--- src/rtl/lock_pkg.sv ---
package lock_pkg;
  // low three bits double as digit select, top bit as open flag
  typedef enum logic [3:0] {
    ST_ERR  = 4'b0000,
    ST_D1   = 4'b0001,
    ST_D2   = 4'b0010,
    ST_D3   = 4'b0100,
    ST_OPEN = 4'b1000
  } lock_state_e;

  localparam int unsigned NUM_STEPS = 3;
endpackage

--- src/rtl/code_select.sv ---
module code_select #(
  parameter int unsigned DIGIT_W = 4,
  parameter logic [DIGIT_W-1:0] CODE_A = 3,
  parameter logic [DIGIT_W-1:0] CODE_B = 4,
  parameter logic [DIGIT_W-1:0] CODE_C = 2
) (
  input  logic [lock_pkg::NUM_STEPS-1:0] sel_i,
  output logic [DIGIT_W-1:0]             code_o
);
  localparam int unsigned N = lock_pkg::NUM_STEPS;

  logic [DIGIT_W-1:0] codes  [N];
  logic [DIGIT_W-1:0] masked [N];

  assign codes[0] = CODE_A;
  assign codes[1] = CODE_B;
  assign codes[2] = CODE_C;

  // AND-OR mux, one-hot select
  for (genvar g = 0; g < N; g++) begin : g_mask
    assign masked[g] = codes[g] & {DIGIT_W{sel_i[g]}};
  end

  always_comb begin
    code_o = '0;
    for (int i = 0; i < N; i++) code_o = code_o | masked[i];
  end
endmodule

--- src/rtl/code_match.sv ---
module code_match #(
  parameter int unsigned DIGIT_W = 4
) (
  input  logic [DIGIT_W-1:0] entry_i,
  input  logic [DIGIT_W-1:0] expect_i,
  output logic               eq_o
);
  assign eq_o = (entry_i == expect_i);
endmodule

--- src/rtl/lock_ctrl.sv ---
module lock_ctrl
  import lock_pkg::*;
(
  input  logic        clk_i,
  input  logic        rst_ni,
  input  logic        new_i,
  input  logic        match_i,
  output lock_state_e state_o
);
  lock_state_e state_q, state_d;

  always_comb begin
    state_d = state_q;
    case (state_q)
      ST_D1:   if (new_i) state_d = match_i ? ST_D2   : ST_ERR;
      ST_D2:   if (new_i) state_d = match_i ? ST_D3   : ST_ERR;
      ST_D3:   if (new_i) state_d = match_i ? ST_OPEN : ST_ERR;
      ST_OPEN: state_d = ST_OPEN;
      ST_ERR:  state_d = ST_ERR;
      default: state_d = ST_ERR;
    endcase
  end

  always_ff @(posedge clk_i or negedge rst_ni) begin
    if (!rst_ni) state_q <= ST_D1;
    else         state_q <= state_d;
  end

  assign state_o = state_q;

  assert_legal_code_R8: assert property (@(posedge clk_i) disable iff (!rst_ni)
    $onehot0(state_q));

  assert_hold_idle_R3: assert property (@(posedge clk_i) disable iff (!rst_ni)
    !new_i |=> $stable(state_q));

  assert_open_sticky_R6: assert property (@(posedge clk_i) disable iff (!rst_ni)
    (state_q == ST_OPEN) |=> (state_q == ST_OPEN));

  assert_err_sticky_R5: assert property (@(posedge clk_i) disable iff (!rst_ni)
    (state_q == ST_ERR) |=> (state_q == ST_ERR));

  assert_miss_to_err_R5: assert property (@(posedge clk_i) disable iff (!rst_ni)
    (new_i && !match_i && state_q[2:0] != 3'b000) |=> (state_q == ST_ERR));

  assert_hit_advance_R4: assert property (@(posedge clk_i) disable iff (!rst_ni)
    (new_i && match_i && state_q == ST_D2) |=> (state_q == ST_D3));
endmodule

--- src/rtl/seq_door_lock.sv ---
module seq_door_lock #(
  parameter int unsigned DIGIT_W = 4,
  parameter logic [DIGIT_W-1:0] CODE_A = 3,
  parameter logic [DIGIT_W-1:0] CODE_B = 4,
  parameter logic [DIGIT_W-1:0] CODE_C = 2
) (
  input  logic               clk_i,
  input  logic               rst_ni,
  input  logic               new_i,
  input  logic [DIGIT_W-1:0] value_i,
  output logic               open_o,
  output logic [2:0]         step_sel_o
);
  import lock_pkg::*;

  lock_state_e        state;
  logic [DIGIT_W-1:0] expect_code;
  logic               hit;

  code_select #(
    .DIGIT_W(DIGIT_W), .CODE_A(CODE_A), .CODE_B(CODE_B), .CODE_C(CODE_C)
  ) i_select (
    .sel_i  (state[2:0]),
    .code_o (expect_code)
  );

  code_match #(.DIGIT_W(DIGIT_W)) i_match (
    .entry_i  (value_i),
    .expect_i (expect_code),
    .eq_o     (hit)
  );

  lock_ctrl i_ctrl (
    .clk_i   (clk_i),
    .rst_ni  (rst_ni),
    .new_i   (new_i),
    .match_i (hit),
    .state_o (state)
  );

  // outputs are raw state bits
  assign step_sel_o = state[2:0];
  assign open_o     = state[3];

  assert_open_closed_sel_R2: assert property (@(posedge clk_i) disable iff (!rst_ni)
    open_o |-> (step_sel_o == 3'b000));
endmodule

--- config.mk ---
export PLATFORM = sky130hd
export DESIGN_NAME = seq_door_lock
export DESIGN_NICKNAME = d
export VERILOG_FILES = /design/src/rtl/lock_pkg.sv /design/src/rtl/code_select.sv /design/src/rtl/code_match.sv /design/src/rtl/lock_ctrl.sv /design/src/rtl/seq_door_lock.sv
export SDC_FILE = /design/constraint.sdc
export NUM_CORES = 1
export LEC_CHECK = 0
export BUFFER_PORTS_ARGS = -buffer_cell sky130_fd_sc_hd__buf_2
export CAP_MARGIN = 15
export CORE_AREA = 2 2 39 41
export DETAILED_ROUTE_END_ITERATION = 10
export DIE_AREA = 0 0 41 43
export PLACE_DENSITY = 0.48
export SLEW_MARGIN = 20
export SYNTH_ARGS = -nofsm -noshare
export SYNTH_HDL_FRONTEND = slang
export SYNTH_SLANG_ARGS = --single-unit
--- constraint.sdc ---
create_clock -name clk_i -period 3.5 [get_ports clk_i]
set_input_delay 0.35 -clock clk_i [delete_from_list [all_inputs] [get_ports clk_i]]
set_output_delay 0.35 -clock clk_i [all_outputs]
set_load 0.01 [all_outputs]
==> results of run 1 <==
[kinds of logic (layout without fill, tap and decap cells)]
group                  count (synthesis)  count (layout)  share of synthesized area, %
AO/OA/AOI/OAI                          3               3                          11.7
XOR/XNOR                               2               2                          7.78
buffers and inverters                  0              15                             0
flip-flops                             4               4                          45.0
AND/OR/NAND/NOR                       12              12                          35.6
[per-stage QoR]
step | hold slack [ns] | power (uW) | util (%) | cells
after floorplan | 0.0544 | 49.6 | - | 21
after global placement | 0.160 | 55.0 | 21.3 | 47
after detailed placement | 0.161 | 55.0 | 21.3 | 47
after CTS | 0.274 | 122 | 24.0 | 52
after global routing | 0.283 | 124 | 24.0 | 52
final | 0.273 | 120 | 24.0 | 52
[worst paths after layout]
kind | startpoint | endpoint | slack [ns] | cells after the start
min in group asynchronous | rst_ni | i_ctrl.state_o[1]$_DFFE_PN0P_ | 0.44 | 2
max | i_ctrl.state_o[0]$_DFFE_PN1P_ | step_sel_o[0] | 2.18 | 1
max reg2reg | i_ctrl.state_o[3]$_DFFE_PN0P_ | i_ctrl.state_o[2]$_DFFE_PN0P_ | 2.29 | 2
min reg2reg | i_ctrl.state_o[1]$_DFFE_PN0P_ | i_ctrl.state_o[3]$_DFFE_PN0P_ | 0.61 | 1
max in group asynchronous | rst_ni | i_ctrl.state_o[0]$_DFFE_PN1P_ | 2.85 | 2
min | new_i | i_ctrl.state_o[0]$_DFFE_PN1P_ | 0.27 | 2
[metal layers]
layer  global-route usage (%)  vias to the layer above  share of wire [%]
met5                        0                        -                  0
met1                     10.6                      106                 45
met3                     1.57                        4                 11
li1                         -                      111                  -
met4                     10.0                        0                4.3
met2                     9.69                       13                 40
[area by class of cell]
type,instances,area [um^2],area share [%]
tap,16,20.0,6.04
timing repair buffer,11,60.1,18.1
sequential,4,101,30.6
clock buffer,4,26.3,7.92
multi-input combinational,17,124,37.4
[synth_stat cells]
library cell | number | area [um^2]
a41oi_1 | 1 | 8.76
and3b_1 | 1 | 8.76
dfrtp_1 | 3 | 75.1
dfstp_2 | 1 | 26.3
nand2_1 | 1 | 3.75
nand3_1 | 1 | 5.00
nand3b_1 | 2 | 15.0
nor2b_1 | 3 | 18.8
nor3_1 | 2 | 10.0
nor4b_1 | 1 | 8.76
o21ai_0 | 1 | 5.00
o31ai_2 | 1 | 12.5
or4b_1 | 1 | 10.0
xnor2_1 | 2 | 17.5
[power by group]
part	internal [uW]	total, uW	switching, uW
registers	46.5	46.6	0.0363
logic	4.48	8.59	4.11
clock network	43.0	64.5	21.5
total	94.0	120	25.7
[what timing repair did]
item	in CTS	in global routing
hold buffers	1	0
hold endpoints to repair	3	0
setup endpoints to repair	0	0
buffers inserted	0	0
==> summary.txt, run 1 <==
P&R area growth vs syn: 47.2%
Syn nets: 28
Sequential area share after synthesis: 45.0%
CTS Buf Count: 3
First-pass GRT wire length: 897 um
WL final: 582 um
CTS resizes: 0
Worst path top cell family by delay: flip-flops
Power per cell area: 361 nW/um^2
Die height: 43 um
Syn Inst Count: 21
Tcrit/Tclk final: 37.6%
Gr ovfl total: 0
Drt wl/cell: 11.2 um
Placed Instance Area: 295 um^2
RSZ-0062 raised after global routing: false
Vias per inst: 4.50
Req. time, crit path: 3.15 ns
DP Worst Slack: 2.28 ns
Diode count: 0
Crit Path Max Fanout: 6
CTS tree: yes
Via count: 234
Clock root cell: clkbuf_4
Largest net degree at the start of global routing: 8
Final Wtd Congestion: 0.723
Later-pin clock latency in the skew report: 0.24 ns
Fillers: 164
Hold Fails Final Rpt: 0
Number of flip-flops in the largest register: 4
Fmax: 759 MHz
Die width: 41 um
Max IR drop VDD: 0.0904 mV
Slew HR: 78.2%
First DRT Iteration DRCs: 4
Most frequent cells in the layout: buf_2, nor2b_1, clkbuf_4, dfrtp_1
CP max stage cell: dfstp_2
Endpoints failing setup: 0
Initial antenna violation count: 0
Synthesized area per cell: 10.7 um^2
Synthesis-stage register bit count: 4
Initial Util: 16.3%
CP endpoint kind: output pin
Yosys warns: 0
CP bufs+invs: 1
Share of cells above drive strength 1: 41.7%
Clock period minus worst slack: 1.32 ns
Worst min path class: in -> reg
Max-cap violation count: 0
Setup slack after layout: 2.18 ns
TNS Setup: 0 ns
Run status: finished, final reports clean
Most common cell after layout, fill and taps aside: buf_2
Worst-margin pin slew: 0.323 ns
Number of global-route vias before repair: 199
Global Route Usage Sum: 8.23%
Clk buf depth: 2
DIE AREA: 1760 um^2
Crit path largest cell delay: 0.58 ns
Residual DRC count: 0
Synth unique cells: 14
Clk pin slew, worst setup/hold paths: 0.04 ns
# port buffers: 10
Core footprint: 1380 um^2
Cell Rows: 14
Fin nets: 44
Pins Over Slew Limit: 0
Leakage: 0.000151 uW
I/O Pins: 11
Total clock sinks: 4
Critical path class: reg -> out
CP startpoint kind: flip-flop
Synth Cell Area: 225 um^2
Worst EP arrival: 0.97 ns
Layout Skew: 0.00587 ns
DRT antenna net count: 0
Final design instance area without fill: 332 um^2
Drt first pass iters: 3
CTS H-Tree Depth: 1
CP cell instances: buf_2
No activity file was read; power rests on OpenSTA's default activity.
==> run 2, diff against run 1 <==
==> constraint.sdc (replaced) <==
create_clock -name clk_i -period 1.3 [get_ports clk_i]
set_input_delay 0.13 -clock clk_i [delete_from_list [all_inputs] [get_ports clk_i]]
set_output_delay 0.13 -clock clk_i [all_outputs]
set_load 0.01 [all_outputs]
==> summary.txt, run 2 (synthesis results as in run 1) <==
Diode count: 0 (unchanged)
Hold slack: 0.0465 ns (-0.226 ns)
Clock period minus worst slack: 1.23 ns
Final Wtd Congestion: 0.736 (+1.7%)
First DRT Iteration DRCs: 0 (-4)
Endpoints failing setup: 0 (unchanged)
Worst min path class: in -> reg
Power per cell area: 960 nW/um^2 (+170%)
Crit Path Max Fanout: 7 (+1)
Vias per inst: 4.23 (-6.0%)
Most frequent cells in the layout: buf_2, nor2b_1, clkbuf_4, dfrtp_1
P&R area growth vs syn: 47.2% (unchanged)
Largest net degree at the start of global routing: 8 (unchanged)
Via count: 220 (-6.0%)
Tcrit/Tclk final: 95.0%
Number of flip-flops in the largest register: 4 (unchanged)
Clock root cell: clkbuf_4
Global Route Usage Sum: 8.56% (+0.33 points)
Initial Util: 16.3% (unchanged)
Number of global-route vias before repair: 207 (+4.0%)
Layer with the highest usage: met1
# port buffers: 10 (unchanged)
CTS Buf Count: 3 (unchanged)
Die height: 43 um (unchanged)
Min-delay src: new_i
Clk buf depth: 2 (unchanged)
Setup slack after layout: 0.0656 ns (-2.12 ns)
Global-route met1 utilization: 10.1% (-0.55 points)
Net Sw Frac: 20.6% (-0.91 points)
End of the worst hold path: i_ctrl.state_o[0]$_DFFE_PN1P_
DIE AREA: 1760 um^2 (unchanged)
Share of cells above drive strength 1: 41.7% (unchanged)
Met3 usage: 7.85% (+6.3 points)
FF-to-FF path depth: 2 (unchanged)
Power Internal: 253 uW (+170%)
I/O Pins: 11 (unchanged)
Fin nets: 44 (unchanged)
CP endpoint kind: flip-flop
Global Route met2 Usage: 9.38% (-0.31 points)
Seq pwr share: 39.4% (+0.5 points)
RSZ-0062 raised after global routing: false
Hold depth: 2 (unchanged)
Drt wl/cell: 11.3 um (+1.4%)
CP startpoint kind: flip-flop
First-pass GRT wire length: 910 um (+1.4%)
Run status: finished, final reports clean
Core footprint: 1380 um^2 (unchanged)
Sw Pwr: 65.4 uW (+150%)
Combinational power share: 7.0% (-0.2 points)
Residual DRC count: 0 (unchanged)
Cell Rows: 14 (unchanged)
Initial antenna violation count: 0 (unchanged)
Pins Over Slew Limit: 0 (unchanged)
# Post-CTS Setup Buffers: 0 (unchanged)
Critical path class: reg -> reg
Total clock sinks: 4 (unchanged)
Layout Skew: 0.00796 ns (+0.00209 ns)
Req. time, crit path: 1.44 ns (-1.71 ns)
CTS tree: yes
TNS Setup: 0 ns (unchanged)
Most common cell after layout, fill and taps aside: buf_2
WL final: 590 um (+1.4%)
Clk pwr share: 53.6% (-0.3 points)
CTS H-Tree Depth: 1 (unchanged)
CTS resizes: 0 (unchanged)
Hold Fails Final Rpt: 0 (unchanged)
Worst-margin pin slew: 0.322 ns (-0.000908 ns)
R2r setup slk: 0.07 ns (-2.22 ns)
Clk pin slew, worst setup/hold paths: 0.04 ns (about the same)
Fmax: 810 MHz
Final core occ: 24.0% (unchanged)
Max IR drop VDD: 0.376 mV (+320%)
DRT antenna net count: 0 (unchanged)
Hold buffer count at cts: 1 (unchanged)
Later-pin clock latency in the skew report: 0.24 ns (about the same)
Gr ovfl total: 0 (unchanged)
DP Worst Slack: 0.0663 ns (-2.21 ns)
Reg-to-Reg End: i_ctrl.state_o[2]$_DFFE_PN0P_
R2R Path Start: i_ctrl.state_o[2]$_DFFE_PN0P_
Drt first pass iters: 1 (-2)
Slew HR: 78.2% (about the same)
Worst EP arrival: 1.38 ns (+0.41 ns)
Leakage: 0.000151 uW (unchanged)
Die width: 41 um (unchanged)
Max-cap violation count: 0 (unchanged)
[run 2: power groups by stage]
| stage | sequential (uW) | combinational, uW | clock, uW |
|---|---|---|---|
| finish | 125 | 22.4 | 170 |
| global route | 125 | 25.1 | 197 |
| CTS | 125 | 22.8 | 181 |
| detailed placement | 127 | 20.2 | 0 |
| global placement | 127 | 20.7 | 0 |
| floorplan | 127 | 6.65 | 0 |
[run 2: worst max path at each step]
| stage | start | end | slack [ns] |
|---|---|---|---|
| floorplan | i_ctrl.state_o[3]$_DFFE_PN0P_ | i_ctrl.state_o[2]$_DFFE_PN0P_ | 0.10 |
| global placement | i_ctrl.state_o[3]$_DFFE_PN0P_ | i_ctrl.state_o[2]$_DFFE_PN0P_ | 0.06 |
| detailed placement | i_ctrl.state_o[1]$_DFFE_PN0P_ | i_ctrl.state_o[2]$_DFFE_PN0P_ | 0.07 |
| CTS | i_ctrl.state_o[1]$_DFFE_PN0P_ | i_ctrl.state_o[2]$_DFFE_PN0P_ | 0.04 |
| global route | i_ctrl.state_o[1]$_DFFE_PN0P_ | i_ctrl.state_o[2]$_DFFE_PN0P_ | 0.01 |
| finish | i_ctrl.state_o[2]$_DFFE_PN0P_ | i_ctrl.state_o[2]$_DFFE_PN0P_ | 0.07 |
[run 2: routing by layer]
layer	part of all wire (%)	wire length [um]	vias up
li1	-	-	108
met1	47	279	99
met2	37	218	13
met3	16	92	0
met4	0	0	0
met5	0	0	-
[run 2: metrics by stage]
stage | std cells | power (uW) | instance area, um^2
finish | 52 | 318 | 332
global route | 52 | 348 | 332
CTS | 52 | 329 | 332
detailed placement | 47 | 147 | 295
global placement | 47 | 148 | 295
floorplan | 21 | 134 | 225
[run 2: critical path, stage by stage, from the launching register on]
cell	delay, ns
dfrtp_1	0.44
or4b_1	0.50
o31ai_2	0.20
[run 2: area by class of cell]
| cell class | count | area, um^2 |
|---|---|---|
| clock buffers | 4 | 26.3 |
| fillers | 161 | 1050 |
| multi-input cells | 17 | 124 |
| flip-flops and latches | 4 | 101 |
| well taps | 16 | 20.0 |
| repair buffers | 11 | 60.1 |
==> run 3, diff against run 2 <==
--- a/config.mk
+++ b/config.mk
@@ -11,6 +11,7 @@
 export DETAILED_ROUTE_END_ITERATION = 10
 export DIE_AREA = 0 0 41 43
 export PLACE_DENSITY = 0.48
+export RECOVER_POWER = 100
 export SLEW_MARGIN = 20
 export SYNTH_ARGS = -nofsm -noshare
 export SYNTH_HDL_FRONTEND = slang
==> summary.txt, run 3 (synthesis results as in run 1) <==
CTS Buf Count: 3 (unchanged)
Crit Path Max Fanout: 7 (unchanged)
First-pass GRT wire length: 910 um (unchanged)
Run status: finished, final reports clean
Drt wl/cell: 11.4 um (+0.17%)
R2r setup slk: 0.07 ns (about the same)
Clk pin slew, worst setup/hold paths: 0.04 ns (about the same)
Most common cell after layout, fill and taps aside: buf_2
Clock period minus worst slack: 1.23 ns (+0.000262 ns)
Met3 usage: 7.85% (unchanged)
Max IR drop VDD: 0.375 mV (about the same)
Final design instance area without fill: 327 um^2 (-1.5%)
Share of cells above drive strength 1: 30.6% (-11 points)
CP endpoint kind: flip-flop
Via count: 224 (+1.8%)
RSZ-0062 raised after global routing: false
Final std cells w/o fill: 52 (unchanged)
Global-route met1 utilization: 10.1% (unchanged)
Final Wtd Congestion: 0.736 (unchanged)
Most frequent cells in the layout: buf_2, clkbuf_1, nor2b_1, clkbuf_4, dfrtp_1
CTS H-Tree Depth: 1 (unchanged)
Drt first pass iters: 2 (+1)
Hold Fails Final Rpt: 0 (unchanged)
Hold buffer count at cts: 1 (unchanged)
Clock root cell: clkbuf_4
Critical path class: reg -> reg
WL final: 591 um (+0.17%)
Hold slack: 0.0460 ns (-0.000552 ns)
Die width: 41 um (unchanged)
Core footprint: 1380 um^2 (unchanged)
Hold depth: 2 (unchanged)
Total clock sinks: 4 (unchanged)
Leakage: 0.000135 uW (-11%)
Worst-margin pin slew: 0.323 ns (+0.000800 ns)
FF-to-FF path depth: 2 (unchanged)
CTS resizes: 0 (unchanged)
Power per cell area: 973 nW/um^2 (+1.4%)
Max-cap violation count: 0 (unchanged)
TNS Setup: 0 ns (unchanged)
Worst EP arrival: 1.38 ns (about the same)
Clk buf depth: 2 (unchanged)
Dpl cells: 47 (unchanged)
Tcrit/Tclk final: 95.0% (about the same)
Fin nets: 44 (unchanged)
Initial Util: 16.3% (unchanged)
FF/Latch Area: 101 um^2 (unchanged)
Cell Rows: 14 (unchanged)
Number of global-route vias before repair: 207 (unchanged)
Global Route Usage Sum: 8.56% (unchanged)
Fillers: 163 (+1.2%)
Endpoints failing setup: 0 (unchanged)
Fmax: 810 MHz (about the same)
Pins Over Slew Limit: 0 (unchanged)
Layout Skew: 0.00790 ns (-0.0000681 ns)
Die height: 43 um (unchanged)
Setup slack after layout: 0.0653 ns (-0.000262 ns)
Worst min path class: in -> reg
Placed Instance Area: 295 um^2 (unchanged)
First DRT Iteration DRCs: 5 (+5)
DRT antenna net count: 0 (unchanged)
Slew HR: 78.2% (about the same)
Diode count: 0 (unchanged)
Largest net degree at the start of global routing: 8 (unchanged)
Number of flip-flops in the largest register: 4 (unchanged)
Multi-input logic area: 124 um^2 (unchanged)
P&R area growth vs syn: 45.0%
DIE AREA: 1760 um^2 (unchanged)
CP startpoint kind: flip-flop
Later-pin clock latency in the skew report: 0.24 ns (about the same)
DP Worst Slack: 0.0663 ns (unchanged)
Global Route met2 Usage: 9.38% (unchanged)
Initial antenna violation count: 0 (unchanged)
Vias per inst: 4.31 (+1.8%)
I/O Pins: 11 (unchanged)
Gr ovfl total: 0 (unchanged)
Layer with the highest usage: met1
# Post-CTS Setup Buffers: 0 (unchanged)
CTS tree: yes
# port buffers: 10 (unchanged)
Req. time, crit path: 1.44 ns (about the same)
Residual DRC count: 0 (unchanged)
run 3: changes by cell type in the layout (fill, tap and decap cells not counted):
cell / previous run / this run
clkbuf_1: 1 / 5
buf_2: 10 / 6
run 3: stage by stage:
stage                     total power, uW  utilization [%]
after global placement                148             21.3
after global routing                  347             23.6
after floorplan                       134                -
final                                 318             23.6
after CTS                             329             24.0
after detailed placement              147             21.3
run 3: layer usage:
metal | up-vias | wire [um]
met3 | 0 | 99
met4 | 0 | 0
met5 | - | 0
met1 | 103 | 275
li1 | 108 | -
met2 | 13 | 216
run 3: critical path, stage by stage, from the launching register on:
cell and delay (ns):
dfrtp_1 0.44, or4b_1 0.50, o31ai_2 0.20
run 3: layout make-up:
class	instances	share of cell area, %
repair buffers	11	16.9
well taps	16	6.13
flip-flops and latches	4	31.0
multi-input cells	17	37.9
clock buffers	4	8.05
run 3: path summary, 6_finish.rpt:
check / from / endpoint
worst max-delay path: i_ctrl.state_o[2]$_DFFE_PN0P_ / i_ctrl.state_o[2]$_DFFE_PN0P_
worst min-delay path: new_i / i_ctrl.state_o[0]$_DFFE_PN1P_
worst max register to register: i_ctrl.state_o[2]$_DFFE_PN0P_ / i_ctrl.state_o[2]$_DFFE_PN0P_
worst min register to register: i_ctrl.state_o[0]$_DFFE_PN1P_ / i_ctrl.state_o[3]$_DFFE_PN0P_
max in group asynchronous: rst_ni / i_ctrl.state_o[0]$_DFFE_PN1P_
min in group asynchronous: rst_ni / i_ctrl.state_o[1]$_DFFE_PN0P_
run 3: power by group:
part | switching, uW | total [uW] | internal [uW]
logic | 10.4 | 22.0 | 11.6
clock network | 55.1 | 171 | 115
registers | 0.0945 | 125 | 125
total | 65.6 | 318 | 252
